## config.mk

```make
export PLATFORM = sky130hd
export DESIGN_NAME = dma_eot_ctrl
export DESIGN_NICKNAME = d
export VERILOG_FILES = /design/src/rtl/dma_eot_pkg.sv /design/src/rtl/dma_byte_cnt.sv /design/src/rtl/dma_pkt_track.sv /design/src/rtl/dma_eot_decide.sv /design/src/rtl/dma_eot_ctrl.sv
export SDC_FILE = /design/constraint.sdc
export NUM_CORES = 1
export LEC_CHECK = 0
export BUFFER_PORTS_ARGS = -buffer_cell sky130_fd_sc_hd__buf_2
export CAP_MARGIN = 20
export CORE_MARGIN = 2
export CORE_UTILIZATION = 52
export CTS_CLUSTER_SIZE = 10
export DETAILED_ROUTE_END_ITERATION = 7
export PLACE_DENSITY = 0.8
export SLEW_MARGIN = 20
export SYNTH_ARGS = -nofsm -noshare
export SYNTH_HDL_FRONTEND = slang
export SYNTH_SLANG_ARGS = --single-unit
export TNS_END_PERCENT = 5
```

## constraint.sdc

```tcl
create_clock -name clk -period 3.05 [get_ports clk]
set_clock_uncertainty 0.05 [all_clocks]
set_input_delay 0.4575 -clock clk [delete_from_list [all_inputs] [get_ports clk]]
set_output_delay 0.4575 -clock clk [all_outputs]
set_load 0.01 [all_outputs]
```

## src/rtl/dma_eot_pkg.sv

```systemverilog
`timescale 1ns/1ps
package dma_eot_pkg;
    typedef struct packed {
        logic short_en;
        logic cnt_en;
        logic en;
    } dma_cfg_t;

    typedef struct packed {
        logic sw;
        logic shrt;
        logic cnt;
    } eot_cause_t;
endpackage

```

## src/rtl/dma_byte_cnt.sv

```systemverilog
`timescale 1ns/1ps
module dma_byte_cnt #(
    parameter int CNT_W = 16
) (
    input  logic             clk,
    input  logic             rst_n,
    input  logic             load,
    input  logic [CNT_W-1:0] load_val,
    input  logic             dec,
    output logic [CNT_W-1:0] count,
    output logic             is_zero,
    output logic             is_one
);
    typedef struct packed {
        logic [CNT_W-1:0] cnt;
    } cnt_st_t;

    cnt_st_t st_d, st_q;

    always_comb begin
        st_d = st_q;
        if (load) begin
            st_d.cnt = load_val;
        end else if (dec) begin
            st_d.cnt = st_q.cnt - CNT_W'(1);
        end
    end

    always_ff @(posedge clk or negedge rst_n) begin
        if (!rst_n) st_q <= '0;
        else        st_q <= st_d;
    end

    assign count   = st_q.cnt;
    assign is_zero = (st_q.cnt == '0);
    assign is_one  = (st_q.cnt == CNT_W'(1));
endmodule

```

## src/rtl/dma_pkt_track.sv

```systemverilog
`timescale 1ns/1ps
module dma_pkt_track #(
    parameter int MAX_PKT = 64,
    parameter int LEN_W   = 7
) (
    input  logic             clk,
    input  logic             rst_n,
    input  logic             pkt_valid,
    input  logic [LEN_W-1:0] pkt_len,
    input  logic             take,
    output logic             has_data,
    output logic             last_short,
    output logic             zlp_short
);
    typedef struct packed {
        logic [LEN_W-1:0] left;
        logic             short_pkt;
    } trk_st_t;

    trk_st_t st_d, st_q;
    logic    accept;

    // a new packet is taken only once the previous one is drained
    assign accept = pkt_valid && (st_q.left == '0);

    always_comb begin
        st_d = st_q;
        if (accept) begin
            st_d.left      = pkt_len;
            st_d.short_pkt = (pkt_len < LEN_W'(MAX_PKT));
        end else if (take && (st_q.left != '0)) begin
            st_d.left = st_q.left - LEN_W'(1);
        end
    end

    always_ff @(posedge clk or negedge rst_n) begin
        if (!rst_n) st_q <= '0;
        else        st_q <= st_d;
    end

    assign has_data   = (st_q.left != '0);
    assign last_short = st_q.short_pkt && (st_q.left == LEN_W'(1));
    assign zlp_short  = accept && (pkt_len == '0);
endmodule

```

## src/rtl/dma_eot_decide.sv

```systemverilog
`timescale 1ns/1ps
module dma_eot_decide
    import dma_eot_pkg::*;
(
    input  logic       active,
    input  logic       cnt_en,
    input  logic       short_en,
    input  logic       sw_stop,
    input  logic       beat,
    input  logic       cnt_zero,
    input  logic       cnt_one,
    input  logic       last_short,
    input  logic       zlp_short,
    output eot_cause_t cause,
    output logic       fire
);
    always_comb begin
        cause      = '0;
        cause.cnt  = active && cnt_en && (cnt_zero || (beat && cnt_one));
        cause.shrt = active && short_en && ((beat && last_short) || zlp_short);
        cause.sw   = active && sw_stop;
        fire       = cause.cnt || cause.shrt || cause.sw;
    end
endmodule

```

## src/rtl/dma_eot_ctrl.sv

```systemverilog
`timescale 1ns/1ps
module dma_eot_ctrl
    import dma_eot_pkg::*;
#(
    parameter int CNT_W   = 16,
    parameter int DATA_W  = 8,
    parameter int MAX_PKT = 64,
    localparam int LEN_W  = $clog2(MAX_PKT + 1)
) (
    input  logic              clk,
    input  logic              rst_n,
    input  logic              cfg_we,
    input  logic [2:0]        cfg_wdata,
    input  logic              cnt_we,
    input  logic [CNT_W-1:0]  cnt_wdata,
    input  logic              eot_clr,
    input  logic              pkt_valid,
    input  logic [LEN_W-1:0]  pkt_len,
    input  logic [DATA_W-1:0] buf_rdata,
    output logic              buf_pop,
    input  logic              dack,
    output logic              dreq,
    output logic [DATA_W-1:0] dma_data,
    output logic              cfg_en,
    output logic              eot_flag,
    output logic              eot_pulse,
    output logic [2:0]        eot_cause,
    output logic [CNT_W-1:0]  bytes_left
);
    typedef struct packed {
        logic             en;
        logic             cnt_en;
        logic             short_en;
        logic [CNT_W-1:0] cnt_reg;
        logic             eot;
        eot_cause_t       cause;
        logic             pulse;
    } ctl_st_t;

    ctl_st_t    st_d, st_q;
    dma_cfg_t   wcfg;
    logic       rise, sw_stop, beat, fire;
    logic       cnt_zero, cnt_one;
    logic       has_data, last_short, zlp_short;
    eot_cause_t cause_now;

    assign wcfg    = dma_cfg_t'(cfg_wdata);
    assign rise    = cfg_we && wcfg.en && !st_q.en;
    assign sw_stop = cfg_we && !wcfg.en && st_q.en;

    assign dreq     = st_q.en && has_data && !(st_q.cnt_en && cnt_zero);
    assign beat     = dack && dreq;
    assign buf_pop  = beat;
    assign dma_data = beat ? buf_rdata : '0;

    dma_byte_cnt #(.CNT_W(CNT_W)) i_cnt (
        .clk      (clk),
        .rst_n    (rst_n),
        .load     (rise),
        .load_val (st_q.cnt_reg),
        .dec      (beat),
        .count    (bytes_left),
        .is_zero  (cnt_zero),
        .is_one   (cnt_one)
    );

    dma_pkt_track #(.MAX_PKT(MAX_PKT), .LEN_W(LEN_W)) i_trk (
        .clk        (clk),
        .rst_n      (rst_n),
        .pkt_valid  (pkt_valid),
        .pkt_len    (pkt_len),
        .take       (beat),
        .has_data   (has_data),
        .last_short (last_short),
        .zlp_short  (zlp_short)
    );

    dma_eot_decide i_dec (
        .active     (st_q.en),
        .cnt_en     (st_q.cnt_en),
        .short_en   (st_q.short_en),
        .sw_stop    (sw_stop),
        .beat       (beat),
        .cnt_zero   (cnt_zero),
        .cnt_one    (cnt_one),
        .last_short (last_short),
        .zlp_short  (zlp_short),
        .cause      (cause_now),
        .fire       (fire)
    );

    always_comb begin
        st_d       = st_q;
        st_d.pulse = fire;
        if (cnt_we) begin
            st_d.cnt_reg = cnt_wdata;
        end
        if (cfg_we) begin
            st_d.en       = wcfg.en;
            st_d.cnt_en   = wcfg.cnt_en;
            st_d.short_en = wcfg.short_en;
        end
        if (fire) begin
            st_d.en    = 1'b0;
            st_d.eot   = 1'b1;
            st_d.cause = cause_now;
        end else if (eot_clr) begin
            st_d.eot   = 1'b0;
            st_d.cause = '0;
        end
    end

    always_ff @(posedge clk or negedge rst_n) begin
        if (!rst_n) st_q <= '0;
        else        st_q <= st_d;
    end

    assign cfg_en    = st_q.en;
    assign eot_flag  = st_q.eot;
    assign eot_pulse = st_q.pulse;
    assign eot_cause = st_q.cause;
endmodule

```

==> run summary, run 1 <==
Buffers inserted to repair hold after CTS numbered 0. In the routed layout, each cell is associated on average with a via count of 5.80. Setup repair after global routing left no endpoint under its margin. The height of the chip was 74.7 um; the number of cells on the worst reg-to-reg path was 5. Clock-pin slew was measured on the worst setup and hold paths at 0.09 ns. Fill cells in the final layout number 420. 73 I/O pins were placed.

The H-tree generated during clock tree synthesis spans 2 levels. In the final design database the tool counted 360 nets. After routing the design area is 3090 um^2.

In this run the clock root is driven by a sky130_fd_sc_hd__clkbuf_8. In the final timing run, aggregate negative setup slack is 0 ns. The violation count after the first detailed-route iteration came out at 178. The final cycle utilization of the critical path is 0.958, and the area taken by flip-flops and latches is 1200 um^2. The worst hold path belongs to the class input pin to asynchronous set/reset pin. When the netlist entered floorplanning its net count stood at 291. The main flop type after synthesis was sky130_fd_sc_hd__dfrtp_1.

Once layout is complete, the cells apart from fillers number 381. The estimated wirelength of the detail-placed design was 4380 um. The top metal layer carrying routed signals is met4.

The switching fraction of total power is 0.381, and the share of total power in combinational logic is 0.319. The number of flip-flops and latches in the synthesized netlist is 48. For the placer congestion estimate, the log shows 0.859. The tools report the initial antenna violation count as 0. The largest net degree at the start of global routing was 49.

The number of warnings printed during yosys synthesis came out at 0. The final wirelength was 5970 um; the number of port buffers was 72. The largest individual stage delay along the critical path comes from the cell sky130_fd_sc_hd__or4_1.

The completed layout was analyzed and its total power is 2.00 mW. The critical path is of the flop to output port type. The data arrival time at the worst-slack endpoint came out at 2.41 ns. The number of nets with antenna violations after detailed routing was 0; the maximum clock insertion buffer count was 2. The initialized floorplan defines 25 standard-cell rows. The clock period minus worst slack was 2.92 ns; the transition time at the pin with the least slew margin was 0.606 ns. The synthesized design contains 0 enable-type register cells. The run gives 0.763 mW as the switching power.

The first global-routing pass estimated 9760 um of wire. By instance count, the leading cell after synthesis is sky130_fd_sc_hd__dfrtp_1. In the post-synthesis netlist, the biggest area contributors are sky130_fd_sc_hd__dfrtp_1 46%, sky130_fd_sc_hd__mux2_2 7.8%, sky130_fd_sc_hd__and3_1 3.4%, sky130_fd_sc_hd__nand2_1 3.3%, sky130_fd_sc_hd__nand3_1 2.5%. The die is 74.7 um wide.

The async set-or-reset flop fraction in the synthesized netlist works out to 1.00. By count the netlist is led by 48 x sky130_fd_sc_hd__dfrtp_1, 23 x sky130_fd_sc_hd__nand2_1, 18 x sky130_fd_sc_hd__mux2_2. Among cell families on the critical path, the largest total delay comes from simple AND/OR/NAND/NOR gates. Internal power comes to 1.24 mW. The tools report the total global-route track usage as 0.233. The highest cell delay on the worst timing path was 0.66 ns; the clock latency on the worst-skew pair was 0.30 ns.

The worst-case IR drop observed on VDD is 0.292 mV. The detailed-route DRC error count was 0. The sort of element at the end of the critical path is an output port. The met2 layer wire length in the routed design was 2990 um.

The run gives 4 as the number of iterations in the first detailed-routing pass. After technology mapping, the gate count stands at 245. Area of the mapped netlist: 2600 um^2. Averaged over all synthesized cells, the footprint is 10.6 um^2.

Counting distinct cell types in the post-synthesis netlist gives 55. For this design the ratio of total power to cell area is 648 nW/um^2. The critical path runs through a total of 5 cells. The run gives 0.649 as the utilization of the core after routing. The run gives 0 as the final setup violation count.

The tools report the proportion of power drawn by the clock network as 0.184. Total grt overflow: 0. TritonCTS created 5 clock buffers. Wire segments on met3 add up to 387 um in the final route. The ratio of cells with drive above 1 in the final layout works out to 0.369. The max capacitance violation total came out at 0.

The run finished with clean final reports. The count of clock tree sinks was 48; the area share of the leading cell type in the synthesized netlist was 0.463. Final hold violation count: 0.

The logs give 0 for the number of pins exceeding their max-slew limit in the final report and 1300 um^2 for the area of combinational cells with multiple inputs. The run gives 2,210 as the count of vias placed by the detailed router. The die covers 5570 um^2. Summing all placed instances gives a cell area of 3000 um^2.

TritonCTS built the clock tree. Relative to the synthesized area, the layout overhead comes to 18.9%. For the number of antenna repair diodes, the log shows 0.

The headroom to the max-slew limit is 0.596, and the total leakage power is 1.46 nW. The number of global-route vias before repair is 2,116. The critical path goes through or4_1, nand4b_4, nand2_4, inv_4, buf_2. The run gives 4750 um^2 as the core area.

The number of placed instances, taps included, is 374. The worst setup path is launched from a flop. For the starting density of the core, the log shows 0.546.

Summed over all instances, the cell type with the most area after synthesis is sky130_fd_sc_hd__dfrtp_1. The relative contribution of sequential cells to total power is 0.497. Timing would allow up to 0.342 GHz.

For the worst setup path, the data required time is 2.54 ns. The run gives 0.463 as the sequential share of the synthesized area. The peak fanout along the critical path is 17, and the worst path buffer plus inverter count is 2. The average wire per cell in the routed design is 15.7 um, and the met1 routed wirelength after detailed routing is 2520 um.
cells by family (layout without fill, tap and decap cells):
| logic type | after synthesis | in the layout | share of synthesized area |
|---|---|---|---|
| compound gates | 43 | 43 | 0.138 |
| buf+inv | 21 | 90 | 0.0381 |
| fa+ha+maj | 5 | 5 | 0.0241 |
| mux | 18 | 18 | 0.0781 |
| flops | 48 | 48 | 0.463 |
| xor+xnor | 3 | 3 | 0.0101 |
| simple gates | 107 | 107 | 0.249 |
stage by stage:
| stage | setup WS, ns | hold WS (ns) |
|---|---|---|
| after floorplan | 0.744 | 0.112 |
| after CTS | 0.0954 | 0.305 |
| after global placement | 0.512 | 0.416 |
| final | 0.129 | 0.0894 |
| after global routing | 0.00806 | 0.150 |
| after detailed placement | 0.449 | 0.419 |
cell type report:
| type | count | area share |
|---|---|---|
| clock inverter | 2 | 0.00405 |
| sequential | 48 | 0.389 |
| inverter | 8 | 0.0105 |
| clock buffer | 5 | 0.0223 |
| multi-input combinational | 176 | 0.422 |
| tap | 67 | 0.0272 |
| timing repair buffer | 75 | 0.125 |
worst paths after layout:
check	from	endpoint	slack, ns
worst max-delay path	i_cnt.count[8]	buf_pop	0.13
worst min-delay path	rst_n	i_trk.st_q[3]	0.09
worst max register to register	i_cnt.count[8]	i_cnt.count[11]	0.62
worst min register to register	st_q[13]	i_cnt.count[8]	0.44
max in group asynchronous	rst_n	st_q[11]	2.43
min in group clk	pkt_len[6]	i_trk.st_q[0]	0.31
sequential cells by signal, summed over array words and instances (netlist names):
signal,count
eot_cause,3
cfg_en,1
st_q,18
i_trk.st_q,8
eot_pulse,1
i_cnt.count,16
eot_flag,1
cells in the final DEF, fill, tap and decap left out, drive strengths merged, types with 2 or more instances in the layout:
cell type / instances
nor4b: 2
xor2: 3
nand4b: 2
ha: 5
a21oi: 7
nor2b: 2
o221a: 2
nor2: 13
nand3: 14
or4: 5
o221ai: 2
and3: 14
nand2: 24
nand2b: 3
clkbuf: 5
nor4: 10
inv: 8
o21bai: 2
a221o: 6
o21ai: 7
o311ai: 2
a22oi: 2
o31ai: 2
mux2: 18
buf: 75
nor3: 6
dfrtp: 48
o31a: 2
nand4: 4
a31oi: 3
power groups by stage:
| stage | logic [mW] | registers, mW | clock network, mW |
|---|---|---|---|
| after global routing | 0.712 | 1.02 | 0.400 |
| after floorplan | 0.428 | 0.970 | 0 |
| after global placement | 0.630 | 0.990 | 0 |
| after CTS | 0.641 | 0.991 | 0.376 |
| final | 0.639 | 0.995 | 0.367 |
| after detailed placement | 0.638 | 1.00 | 0 |
timing repair:
action / CTS / global route
setup endpoints to repair: 0 / 1
setup buffers: 0 / 0
gates resized for setup: 0 / 1
metal layers:
layer,vias up,global-route usage
li1,1050,-
met1,1074,0.300
met2,78,0.381
met3,8,0.0535
met4,0,0.0972
met5,-,0
(Power assumes the default switching activity.)
==> inputs of run 2 (changes only) <==
CTS_CLUSTER_SIZE = default   (was 10)
SETUP_SLACK_MARGIN = 0.3   (was default)
clock period = 2.95 ns   (was 3.05 ns; I/O delays follow)
==> run 2 against run 1 <==
  * Die area stayed put
  * Largest cell class unchanged
  * Wire length grew 9.8%
  * Design area up 4.5%
  * Register-to-register slack got worse by 0.25 ns
  * Critical path type unchanged
==> run summary, run 2 (synthesis results as in run 1) <==
The register with the most flip-flops in the layout has 18 of them. For the proportion of power drawn by the clock network, the log shows 0.174. Among all stages on the critical path, the largest delay is contributed by sky130_fd_sc_hd__dfrtp_1. After routing, the total negative slack on setup checks comes to 0 ns.

Walking the worst path, the cells encountered are inv_1, ha_1, nor4b_4, buf_4, nand4b_2, and3_1, buf_2. Cell count after placement: 375. The max capacitance violation total was 0; the worst-case vdd ir drop was 0.347 mV. Dividing the detail-routed wire length by the instance count gives 16.7 um. Most common cell after layout, fill and taps aside: sky130_fd_sc_hd__buf_2. The filler cell count came out at 402. H-tree depth: 2. Setup repair after global routing could not meet its margin everywhere.

The final hold violation count is 0. The violation count after the first detailed-route iteration is 126, and the maximum clock insertion buffer count is 2. The analysis attributes to net switching a power of 0.841 mW.

Among cell families on the critical path, the largest total delay comes from simple AND/OR/NAND/NOR gates. The analysis attributes to cell leakage a power of 1.54 nW. After clock tree synthesis, the clock-pin slew on the worst setup and hold paths is 0.09 ns.

The number of buffers inserted for hold repair after clock tree synthesis is 0, and the transition time at the pin with the least slew margin is 0.599 ns. Register with the most flip-flops: st_q. The tools report the worst slack after detailed placement as 0.366 ns.

The top cell types in the final layout, fill and taps aside, are 71 x sky130_fd_sc_hd__buf_2, 48 x sky130_fd_sc_hd__dfrtp_1, 23 x sky130_fd_sc_hd__nand2_1. The total overflow left after global routing is 0. Based on the critical path, the design can be clocked at up to 0.376 GHz. The critical path contains buffers and inverters numbering 3 combined. The final cycle utilization of the critical path is 0.903.

For this run, the number of standard cells in the final layout without fillers is 392. The floorplan step defined a die boundary enclosing 5570 um^2. The post-route total power is 2.16 mW. The number of pins exceeding their max-slew limit in the final report was 0; the ratio of cells with drive above 1 in the final layout was 0.394.

The tools report the clock latency on the worst-skew pair as 0.30 ns. Dividing the detail-routed via count by the number of cells gives 5.88. 0 antenna diodes ended up in the layout.

The tools report the data arrival time at the worst-slack endpoint as 2.17 ns. The classification of the worst-slack hold path is input pin to asynchronous set/reset pin. The total area inside the core boundary comes to 4750 um^2. In this run the clock root is driven by a sky130_fd_sc_hd__clkbuf_8.

In the final layout, flip-flops and latches occupy 1200 um^2. The worst-case setup margin in the final layout was 0.287 ns; the relative contribution of sequential cells to total power was 0.485. Once detail routing completed, the nets flagged for antenna violations numbered 0. The tools report the estimated wirelength of the detail-placed design as 4400 um. For this run, design rule violations remaining after detail routing come to 0.

For the starting density of the core, the log shows 0.546. In this run the count of I/O pins placed on the die edge is 73. The initialized floorplan defines 25 standard-cell rows. TritonCTS built the clock tree. The peak fanout along the critical path works out to 7.

Entering global routing, the biggest net connects 49 pins. The switching fraction of total power was 0.390; the required time of the worst setup path was 2.46 ns. The final setup violation count was 0.

The worst setup path is captured at an output port. The initial antenna violation count came out at 0. The design internal power is 1.31 mW, and the count of vias placed by the detailed router is 2,303. The total global-route track usage came out at 0.239. The count of clock tree sinks was 48; the height of the chip was 74.7 um. First-pass GRT wire length: 9980 um. The horizontal die dimension was 74.7 um; the power density normalized to cell area was 668 nW/um^2.

The tools report the headroom to the max-slew limit as 0.600. The highest cell delay on the worst timing path is 0.44 ns. The run finished with clean final reports. The logs give 0.341 for the share of total power in combinational logic and 3000 um^2 for the placement-stage cell area. Clock period minus worst slack: 2.66 ns. The multi-input combinational cells in the finished layout cover a total of 1360 um^2. The logs give 0.871 for the placer congestion estimate and 4 for the number of iterations in the first detailed-routing pass.

For this block, the routed nets add up to 6560 um of wire. The number of nets in the final layout came out at 371. Synthesis-to-layout area growth: 24.3%. The setup path with the least slack is of type flop to output port.

With fillers left out, the area of the finished cells amounts to 3230 um^2. Input and output buffers added on the ports amount to 72. The run gives 2,091 as the number of global-route vias before repair. STA classifies the critical path startpoint as a flop. The tools report the number of buffers inserted during clock tree synthesis as 5.
run 2: repair_timing:
item,in CTS,in global routing
endpoints found under the setup margin,10,10
gates resized for setup,2,4
pin swaps,1,1
setup buffers,5,4
cloned,0,1
run 2: metal layers:
metal,vias to the layer above,wire [um],track usage
met5,-,0,0
met4,0,102,0.0794
met3,12,412,0.0656
met2,86,3310,0.386
met1,1120,2740,0.315
li1,1085,-,-
run 2: worst paths after layout:
kind / startpoint / end / slack, ns / depth (start not counted)
worst max register to register: i_cnt.count[0] / cfg_en / 0.37 / 10
worst max-delay path: i_cnt.count[0] / dma_data[6] / 0.29 / 7
worst min register to register: st_q[18] / i_cnt.count[13] / 0.44 / 2
worst min-delay path: rst_n / i_trk.st_q[3] / 0.09 / 1
max in group asynchronous: rst_n / st_q[12] / 2.35 / 1
min in group clk: pkt_len[6] / i_trk.st_q[0] / 0.29 / 2
run 2: power groups by stage:
stage / Sequential [mW] / Clock (mW) / Combinational, mW
detailed placement: 1.03 / 0 / 0.669
global placement: 1.03 / 0 / 0.649
finish: 1.05 / 0.375 / 0.734
floorplan: 1.00 / 0 / 0.443
global route: 1.07 / 0.412 / 0.806
CTS: 1.02 / 0.385 / 0.689
run 2: per-stage QoR:
step                hold WS [ns]   util
floorplan                 0.0969      -
global placement           0.410  0.632
detailed placement         0.424  0.632
CTS                        0.286  0.663
global route               0.125  0.679
finish                    0.0860  0.679
run 2: worst register-to-register path, delay by kind of cell, from the launching register on:
family	cells	cell delay (ns)
adder cells (fa/ha/maj)	1	0.22
AND/OR/NAND/NOR	3	0.74
AO/OA/AOI/OAI	2	0.41
buffers and inverters	4	0.64
flip-flops	1	0.44
run 2: area by class of cell:
class / instances / share of cell area
Multi-Input combinational cell: 177 / 0.420
Sequential cell: 48 / 0.372
Timing Repair Buffer: 85 / 0.147
Tap cell: 67 / 0.0260
Clock buffer: 5 / 0.0213
Inverter: 8 / 0.0101
Clock inverter: 2 / 0.00388
==> inputs of run 3 (changes only) <==
CORE_MARGIN = 3   (was 2)
clock period = 2.6 ns   (was 2.95 ns; I/O delays follow)
==> run 3 against run 2 <==
  * Global-route usage grew 0.32 points
  * Worst setup slack got worse by 0.066 ns
  * Highest routed layer unchanged
  * Largest power group unchanged
  * Sequential share of layout area is 2.1 points lower
  * Design area up 6.2%
  * Die area increased by 5.4%
  * Combinational power grew 36%
  * Largest cell class unchanged
==> run summary, run 3 (synthesis results as in run 1) <==
The met2 usage in global routing was 0.425. The number of nets in the final layout is 386, and the flip-flop count of the largest register, all copies and words added is 18. The run gives 1.94 ns as the data arrival time at the worst-slack endpoint. The run gives 0.542 as the starting density of the core. After filler insertion, the fill cell instance count of the layout stands at 340. The run gives 5880 um^2 as the floorplan die area. The height of the chip was 76.7 um; the total leakage power was 1.64 nW. Most common cell after layout, fill and taps aside: sky130_fd_sc_hd__buf_2.

Setup repair after global routing could not meet its margin everywhere. STA classifies the critical path startpoint as a flop. The floorplan step defined a core boundary enclosing 4790 um^2. The proportion of power drawn by the clock network is 0.201, and the ratio of cells with drive above 1 in the final layout is 0.452. For this design the top-level I/O count stands at 73. The clock edge transition at the registers on the reported setup and hold paths came out at 0.09 ns. The final hold violation count is 0, and the relative contribution of sequential cells to total power is 0.426.

The max capacitance violation total was 0. The share of total power in combinational logic is 0.373. The register with the most flip-flops is st_q.

The internal portion of the total power is 1.68 mW. In the layout the commonest cells are 72 x sky130_fd_sc_hd__buf_2, 45 x sky130_fd_sc_hd__dfrtp_1, 26 x sky130_fd_sc_hd__buf_4. The transition time at the pin with the least slew margin works out to 0.476 ns. Number of buffers inserted during clock tree synthesis: 5. Dividing the detail-routed via count by the number of cells gives 5.95. Required time of the worst setup path: 2.16 ns. Start-to-end type of the worst setup path: flop to output port. The routed layout has 2,427 vias. The met3 track utilization from global routing came out at 0.0458. The total grt overflow is 0. The global routing's busiest layer was met2.

Classification of the worst-slack hold path: input pin to flop. OpenSTA, run right after detailed placement, puts the worst setup slack at 0.108 ns. The final cycle utilization of the critical path works out to 0.915. The number of pins exceeding their max-slew limit in the final report is 0, and the synthesis-to-layout area growth is 32.0%. The logs give 0.30 ns for the clock latency on the worst-skew pair and 0.242 for the total global-route track usage. The first global-routing pass estimated 11,500 um of wire. The initial antenna violation count was 0. In the final layout, flip-flops and latches occupy 1200 um^2. The clock passes through at most 2 buffers. The met1 usage in global routing is 0.291, and the worst-case vdd ir drop is 0.669 mV. The cell count after placement is 383, and the estimated wirelength of the detail-placed design is 4670 um. The largest net degree at the start of global routing is 31.

STA classifies the critical path endpoint as an output port. The largest single stage delay on the critical path is 0.55 ns. Setup violations remaining at the end of the flow were counted as 0.

The first routing iteration left 123 violations. The tools report the number of rows in the core area as 25. The run finished with clean final reports. The switching fraction of total power is 0.370, and the peak fanout along the critical path is 7. In the routed design, unresolved DRC markers number 0. TritonCTS built the clock tree. Setup slack on the worst reg-to-reg path comes out at 0.33 ns.

Summed over all layers, the routed wires come to 6970 um. The die is 76.7 um wide. The run gives 0.858 as the placer congestion estimate.

Once routing completed, OpenROAD measured the worst setup slack at 0.221 ns. Adding up every negative setup slack in the final design gives 0 ns. The hold path depth is 2. The tools report the headroom to the max-slew limit as 0.683. The highest attainable clock frequency was 0.420 GHz; the power density normalized to cell area was 780 nW/um^2.

Library cell contributing the largest single delay on the critical path: sky130_fd_sc_hd__or4_4. The tools report the H-tree depth as 2. The signal on the critical path passes through or4_4, nand4b_4, and3_4, buf_2. The analysis attributes to net switching a power of 0.989 mW. The area of combinational cells with multiple inputs is 1410 um^2. The number of cells on the worst reg-to-reg path works out to 10.

The smallest clock period supported by the final layout is computed as 2.38 ns. Input and output buffers added on the ports amount to 72. The number of antenna diodes in the final layout is 0. Number of iterations in the first detailed-routing pass: 4. The average wire per cell in the routed design works out to 17.1 um. The tools report the count of clock tree sinks as 48. The number of global-route vias before repair is 2,475, and the post-route total power is 2.67 mW. The root buffer selected by CTS was sky130_fd_sc_hd__clkbuf_8. The finished layout holds 408 standard cells, fillers aside.

The detail route stage leaves a number of antenna-violating nets equal to 0.
run 3: cell types whose count changed in the layout (fill, tap and decap cells not counted), sizes merged:
cell | before | now
buf | 85 | 99
bufinv | 0 | 1
dlygate4sd3 | 0 | 1
run 3: stage by stage:
| step | util | instance area [um^2] | hold WS [ns] |
|---|---|---|---|
| final | 0.716 | 3430 | 0.249 |
| after global routing | 0.716 | 3430 | 0.260 |
| after CTS | 0.707 | 3390 | 0.232 |
| after detailed placement | 0.640 | 3060 | 0.313 |
| after global placement | 0.640 | 3060 | 0.313 |
| after floorplan | - | 2600 | 0.0444 |
run 3: worst max-delay path: cells and delay by family (launching register included):
kind,cells,cell delay (ns)
buffers and inverters,1,0.13
DFF,1,0.39
and+or+nand+nor,3,1.12
run 3: final timing paths:
| kind | start | end |
|---|---|---|
| max | i_cnt.count[10] | dreq |
| min | pkt_len[6] | i_trk.st_q[0] |
| max reg2reg | i_cnt.count[0] | i_cnt.count[5] |
| min reg2reg | st_q[7] | i_cnt.count[2] |
| max in group asynchronous | rst_n | i_cnt.count[8] |
| min in group asynchronous | rst_n | i_trk.st_q[4] |
run 3: timing repair:
item	CTS	global route
hold buffers	1	0
resized for setup	14	6
setup buffers	14	1
endpoints found under the hold margin	18	0
gates cloned	1	0
pin swaps	5	3
setup endpoints to repair	25	22
run 3: layout make-up:
| type | instances | share of cell area |
|---|---|---|
| tap | 67 | 0.0245 |
| clock inverter | 3 | 0.0124 |
| sequential | 48 | 0.351 |
| multi-input combinational | 177 | 0.411 |
| inverter | 8 | 0.00949 |
| timing repair buffer | 100 | 0.171 |
| clock buffer | 5 | 0.0201 |
run 3: layer usage:
layer,part of all wire,wire [um]
met5,0,0
met4,0.031,214
met3,0.061,425
met2,0.50,3510
met1,0.40,2820
run 3: power groups by stage:
stage / Sequential [mW] / Clock, mW / Combinational (mW)
after floorplan: 1.14 / 0 / 0.502
after global placement: 1.13 / 0 / 0.810
after detailed placement: 1.14 / 0 / 0.828
after CTS: 1.13 / 0.547 / 0.944
after global routing: 1.17 / 0.581 / 1.10
final: 1.14 / 0.537 / 0.998
